===== src/rtl/ppb_pkg.sv =====
package ppb_pkg;
  localparam int unsigned REG_W      = 8;
  localparam int unsigned BIT_DIR    = 7;
  localparam int unsigned BIT_TVALID = 6;
  localparam int unsigned BIT_TOG    = 5;
  localparam int unsigned BIT_ERR    = 0;

  typedef enum logic {
    BUF_A = 1'b0,
    BUF_B = 1'b1
  } buf_id_e;
endpackage


===== src/rtl/ppb_byte_cnt.sv =====
module ppb_byte_cnt #(
  parameter int unsigned LIMIT = 512,
  parameter int unsigned CNT_W = $clog2(LIMIT) + 1
) (
  input  logic             clk,
  input  logic             rst,
  input  logic             clr,
  input  logic             inc,
  output logic [CNT_W-1:0] count
);
  localparam logic [CNT_W-1:0] LIM_V = CNT_W'(LIMIT);

  always_ff @(posedge clk) begin
    if (rst || clr) begin
      count <= '0;
    end else if (inc && count != LIM_V) begin
      count <= count + 1'b1;
    end
  end

  // a count never passes the buffer size
  p_no_overflow_r7: assert property (@(posedge clk) disable iff (rst)
    count <= LIM_V);

  // a clear request empties the count at the next edge
  p_clear_empties_r5: assert property (@(posedge clk) disable iff (rst)
    clr |=> count == '0);
endmodule


===== src/rtl/ppb_sel_ctrl.sv =====
module ppb_sel_ctrl #(
  parameter int unsigned LIMIT = 512,
  parameter int unsigned CNT_W = $clog2(LIMIT) + 1
) (
  input  logic             clk,
  input  logic             rst,
  input  logic             cpu_sel_wr,
  input  logic             cpu_tog,
  input  logic             auto_en,
  input  logic             byte_wr,
  input  logic [CNT_W-1:0] cur_cnt,
  output logic             sel_q,
  output logic [1:0]       clr,
  output logic [1:0]       inc
);
  localparam logic [CNT_W-1:0] LAST_V = CNT_W'(LIMIT - 1);

  logic sel_d;
  logic fill_done;

  assign fill_done = auto_en && (cur_cnt >= LAST_V);

  always_comb begin
    sel_d = sel_q;
    clr   = '0;
    inc   = '0;
    if (cpu_sel_wr) begin
      sel_d        = cpu_tog;
      clr[cpu_tog] = 1'b1;
    end else if (byte_wr) begin
      inc[sel_q] = 1'b1;
      if (fill_done) begin
        sel_d       = ~sel_q;
        clr[~sel_q] = 1'b1;
      end
    end
  end

  always_ff @(posedge clk) begin
    if (rst) sel_q <= ppb_pkg::BUF_A;
    else     sel_q <= sel_d;
  end

  // a qualified write lands its toggle value in the selection
  p_cpu_select_r5: assert property (@(posedge clk) disable iff (rst)
    cpu_sel_wr |=> sel_q == $past(cpu_tog));

  // a filling strobe in auto mode flips the selection
  p_auto_switch_r8: assert property (@(posedge clk) disable iff (rst)
    (!cpu_sel_wr && byte_wr && auto_en && cur_cnt >= LAST_V) |=> sel_q != $past(sel_q));

  // at most one buffer counts per cycle
  p_one_inc_r6: assert property (@(posedge clk) disable iff (rst)
    $onehot0(inc));
endmodule


===== src/rtl/ppb_err_flag.sv =====
module ppb_err_flag (
  input  logic clk,
  input  logic rst,
  input  logic dir_q,
  input  logic tok_valid,
  input  logic tok_is_in,
  input  logic clr_req,
  output logic err_q
);
  logic set_req;

  // dir 1: IN is expected, OUT is wrong; dir 0: the reverse
  assign set_req = tok_valid && (dir_q ? !tok_is_in : tok_is_in);

  always_ff @(posedge clk) begin
    if (rst)          err_q <= 1'b0;
    else if (set_req) err_q <= 1'b1;
    else if (clr_req) err_q <= 1'b0;
  end

  // a wrong-direction token is always recorded
  p_wrong_dir_sets_r9: assert property (@(posedge clk) disable iff (rst)
    set_req |=> err_q);

  // without a clear the flag holds
  p_sticky_r10: assert property (@(posedge clk) disable iff (rst)
    (err_q && !clr_req) |=> err_q);
endmodule


===== src/rtl/ppb_select.sv =====
module ppb_select #(
  parameter int unsigned BUF_BYTES = 512,
  parameter int unsigned CNT_W     = $clog2(BUF_BYTES) + 1
) (
  input  logic             clk,
  input  logic             rst,
  input  logic             reg_wr,
  input  logic [7:0]       reg_wdata,
  output logic [7:0]       reg_rdata,
  input  logic             auto_toggle,
  input  logic             byte_wr,
  input  logic             tok_valid,
  input  logic             tok_is_in,
  output logic             buf_sel,
  output logic [CNT_W-1:0] cnt_a,
  output logic [CNT_W-1:0] cnt_b,
  output logic             ep_err,
  output logic             xfer_dir
);
  import ppb_pkg::*;

  localparam int unsigned NBUF = 2;

  logic             dir_q;
  logic             cpu_sel_wr;
  logic             err_clr;
  logic [NBUF-1:0]  clr;
  logic [NBUF-1:0]  inc;
  logic [CNT_W-1:0] cnt [NBUF];
  logic [CNT_W-1:0] cur_cnt;

  assign cpu_sel_wr = reg_wr && reg_wdata[BIT_TVALID];
  assign err_clr    = reg_wr && reg_wdata[BIT_ERR];

  always_ff @(posedge clk) begin
    if (rst)         dir_q <= 1'b0;
    else if (reg_wr) dir_q <= reg_wdata[BIT_DIR];
  end

  ppb_sel_ctrl #(.LIMIT(BUF_BYTES), .CNT_W(CNT_W)) sel_i (
    .clk       (clk),
    .rst       (rst),
    .cpu_sel_wr(cpu_sel_wr),
    .cpu_tog   (reg_wdata[BIT_TOG]),
    .auto_en   (auto_toggle),
    .byte_wr   (byte_wr),
    .cur_cnt   (cur_cnt),
    .sel_q     (buf_sel),
    .clr       (clr),
    .inc       (inc)
  );

  assign cur_cnt = buf_sel ? cnt[1] : cnt[0];

  for (genvar g = 0; g < NBUF; g++) begin : g_cnt
    ppb_byte_cnt #(.LIMIT(BUF_BYTES), .CNT_W(CNT_W)) cnt_i (
      .clk  (clk),
      .rst  (rst),
      .clr  (clr[g]),
      .inc  (inc[g]),
      .count(cnt[g])
    );
  end

  ppb_err_flag err_i (
    .clk      (clk),
    .rst      (rst),
    .dir_q    (dir_q),
    .tok_valid(tok_valid),
    .tok_is_in(tok_is_in),
    .clr_req  (err_clr),
    .err_q    (ep_err)
  );

  assign cnt_a    = cnt[0];
  assign cnt_b    = cnt[1];
  assign xfer_dir = dir_q;

  always_comb begin
    reg_rdata          = '0;
    reg_rdata[BIT_DIR] = dir_q;
    reg_rdata[BIT_TOG] = buf_sel;
    reg_rdata[BIT_ERR] = ep_err;
  end

  // the qualifier bit never reads back
  p_valid_reads_zero_r4: assert property (@(posedge clk) disable iff (rst)
    reg_rdata[BIT_TVALID] == 1'b0);

  // direction follows the last written bit 7
  p_dir_load_r2: assert property (@(posedge clk) disable iff (rst)
    reg_wr |=> xfer_dir == $past(reg_wdata[BIT_DIR]));
endmodule


===== config.mk =====
export PLATFORM = sky130hd
export DESIGN_NAME = ppb_select
export DESIGN_NICKNAME = d
export VERILOG_FILES = /design/src/rtl/ppb_pkg.sv /design/src/rtl/ppb_byte_cnt.sv /design/src/rtl/ppb_sel_ctrl.sv /design/src/rtl/ppb_err_flag.sv /design/src/rtl/ppb_select.sv
export SDC_FILE = /design/constraint.sdc
export NUM_CORES = 1
export LEC_CHECK = 0
export BUFFER_PORTS_ARGS = -buffer_cell sky130_fd_sc_hd__buf_2
export CORE_ASPECT_RATIO = 0.8
export CORE_MARGIN = 2
export CORE_UTILIZATION = 50
export CTS_CLUSTER_DIAMETER = 120
export DETAILED_ROUTE_END_ITERATION = 12
export PLACE_DENSITY = 0.79
export SETUP_SLACK_MARGIN = 0.1
export SYNTH_ARGS = -nofsm -noshare
export SYNTH_HDL_FRONTEND = slang
export SYNTH_SLANG_ARGS = --single-unit

===== constraint.sdc =====
create_clock -name clk -period 2 [get_ports clk]
set_input_delay 0.1 -clock clk [delete_from_list [all_inputs] [get_ports clk]]
set_output_delay 0.1 -clock clk [all_outputs]
set_load 0.05 [all_outputs]

==> reports/qor.yml <==
outcome: "completed"
route.detailed.vias_per_inst: 5.85
grt_pass1_wl_um: 5790
layout.nets: 221
clock_insertion_delay_worst_skew_ns: 0.32
report.final.slew_viol_count: 0
path_max_fanout: 6
holdCritPathClass: "primary input to register"
share_of_synthesized_area_occupied_by_flip_flops_and_latches: 0.332
final-instance-count-excl-fill: 239
gp_congestion: 0.898
synth_cells: 161
rsz0062_at_grt: "no"
cts_resized: 0
core_area_um2: 2700
routed_wire_length_per_instance_um: 14.2
die_area_um2: 3210
achievable-frequency_ghz: 0.587
cts_post_setup_buffers_inserted: 0
tritoncts_num_sinks: 23
worst_setup_end_kind: "register"
place_worst_setup_slack_ns: 0.309
max_root_sink_buffers: 2
cts_max_level: 1
register_area_um2: 467
areaGrowthSynthToFinish_pct: 18.2
post-route-min-period_ns: 1.70
top_level_ports: 46
critical_path_required_ns: 2.26
fp.dieH_um: 51.1
final_core_util: 0.606
tritoncts_clock_tree: "built"
fp_rows: 17
yosysWarningCount: 0
power_density_nw_per_um2: 535
synthesis_stage_register_bit_count: 23
drt_wl_total_um: 3400
number_of_antenna_violations_at_the_first_check_in_global_routing: 0
report.final.setup_viol: 0
place.port_buffers: 36
dp.final_hpwl_um: 2550
maxCapViolCount: 0
min_setup_slack_post_route_ns: 0.296
hold_buffers: 2
dieWidth_um: 62.8
total_count_of_hold_check_failures_in_the_final_report: 0
layout.filler_cells: 242
layout_worst_path_cycle_share: 0.852
final_layout_size_suffix_gt1_frac: 0.294
grt_start_max_net_pins: 14
multi_input_comb_area_um2: 835
skew_ns: 0.0115
worst-setup-path-type: "register to register"
tritoncts.num_buffers: 3
irDropWorstVdd_mv: 0.271
start_util: 0.513
antennaDiodeCount: 0
ys_dominant_reg_cell: "sky130_fd_sc_hd__dfxtp_1"
crit_path_start_kind: "register"
vias_in_the_first_global_route: 1319
route.vias.total: 1398
drtAntennaViolNets: 0
syn-mean-instance-area_um2: 8.60
clockRootBuffer: "sky130_fd_sc_hd__clkbuf_4"
post_synth_num_cell_types: 46
synth_edf_count: 0
place.detailed.instances: 233
grt.total_usage: 0.230
dr.first_iter.drc_count: 63
synthArstFlopShare: 0
grt_remaining_overflow: 0
netlist_area_um2: 1390
drc_errors: 0
cp_data_arrival_time_ns: 1.96
fin_setup_tns_ns: 0
total_leakage_power_nw: 0.668
clkSlewWorstSetupHoldPaths_ns: 0.13
detail_route.first_pass.iterations: 4
==> worst max-delay path, stage by stage (launching register included) <==
cell and delay (ns):
sky130_fd_sc_hd__dfxtp_2 0.39, sky130_fd_sc_hd__inv_1 0.07, sky130_fd_sc_hd__ha_1 0.19, sky130_fd_sc_hd__nor4bb_1 0.14
sky130_fd_sc_hd__and3_1 0.23, sky130_fd_sc_hd__or4_4 0.43, sky130_fd_sc_hd__a211oi_2 0.21
==> per-layer routing <==
layer  track usage  part of all wire  vias to the layer above
met5             0                 0                        -
met4         0.111             0.011                        0
met3        0.0617             0.065                        8
met2         0.376              0.47                       55
met1         0.284              0.45                      675
li1              -                 -                      660
==> layout make-up <==
cell class	instances	share of cell area
Sequential cell	23	0.285
Clock inverter	1	0.00306
Timing Repair Buffer	42	0.141
Multi-Input combinational cell	124	0.510
Clock buffer	3	0.0138
Tap cell	38	0.0291
Inverter	8	0.0183
==> cell usage in the layout, fill, tap and decap left out, drive strengths merged, types with 2 or more instances in the layout <==
cell type	instances
buf	40
dfxtp	23
nand3	14
nor2	11
nor3	9
nand2	9
inv	8
o21ai	7
a21oi	6
nand4	6
xor2	6
conb	5
or3	4
xnor2	4
ha	4
nor4	4
a211oi	4
and4	3
a31oi	3
clkbuf	3
o31ai	3
and2	2
and3	2
o21bai	2
dlygate4sd3	2
or4	2
==> where the power goes <==
group	internal [mW]	switching, mW
registers	0.467	0.0139
clock network	0.0750	0.145
logic	0.0479	0.128
==> registers in the layout, summed over array words and instances, names as in the netlist <==
| name | flops |
|---|---|
| err_i.err_q | 1 |
| g_cnt.cnt_i.count | 20 |
| sel_i.sel_q | 1 |
| xfer_dir | 1 |
==> synth_stat cells, types with 3 or more instances <==
cell type	count	area [um^2]
sky130_fd_sc_hd__and4_1	3	26.3
sky130_fd_sc_hd__nor2_1	11	41.3
sky130_fd_sc_hd__xor2_1	6	52.6
sky130_fd_sc_hd__nand2_1	8	30.0
sky130_fd_sc_hd__a21oi_1	6	30.0
sky130_fd_sc_hd__a31oi_1	3	18.8
sky130_fd_sc_hd__nor4_1	3	18.8
sky130_fd_sc_hd__nand4_1	6	37.5
sky130_fd_sc_hd__o21ai_0	7	35.0
sky130_fd_sc_hd__or3_1	4	25.0
sky130_fd_sc_hd__xnor2_1	4	35.0
sky130_fd_sc_hd__dfxtp_1	23	460
sky130_fd_sc_hd__ha_1	4	50.1
sky130_fd_sc_hd__inv_1	8	30.0
sky130_fd_sc_hd__nor3_1	9	45.0
sky130_fd_sc_hd__buf_4	8	60.1
sky130_fd_sc_hd__nand3_1	13	65.1
==> logic make-up (layout without fill, tap and decap cells) <==
family / Yosys count / count (layout) / synth area share
xor gates and xnor gates: 10 / 10 / 0.0632
muxes: 1 / 1 / 0.00723
DFF: 23 / 23 / 0.332
other: 1 / 5 / 0.00271
and+or+nand+nor: 73 / 73 / 0.317
adders and majority gates: 4 / 4 / 0.0361
buffers and inverters: 18 / 54 / 0.0759
AOI/OAI and AO/OA: 31 / 31 / 0.165
==> path summary, 6_finish.rpt <==
check | from | end | slack, ns | cells after the start
setup reg to reg | g_cnt[0].cnt_i.count[0] | g_cnt[0].cnt_i.count[9] | 0.30 | 6
setup / recovery | g_cnt[0].cnt_i.count[0] | g_cnt[0].cnt_i.count[9] | 0.30 | 6
hold reg to reg | g_cnt[1].cnt_i.count[8] | g_cnt[1].cnt_i.count[8] | 0.54 | 2
hold / removal | tok_valid | err_i.err_q | 0.006 | 3
==> stage by stage <==
stage	power, mW	cell area, um^2	hold slack, ns
floorplan	0.629	1410	0.172
detailed placement	0.662	1590	0.322
global placement	0.658	1590	0.310
finish	0.876	1640	0.00561
CTS	0.889	1640	0.00271
global route	0.921	1640	0.0132
(Power assumes the default switching activity.)
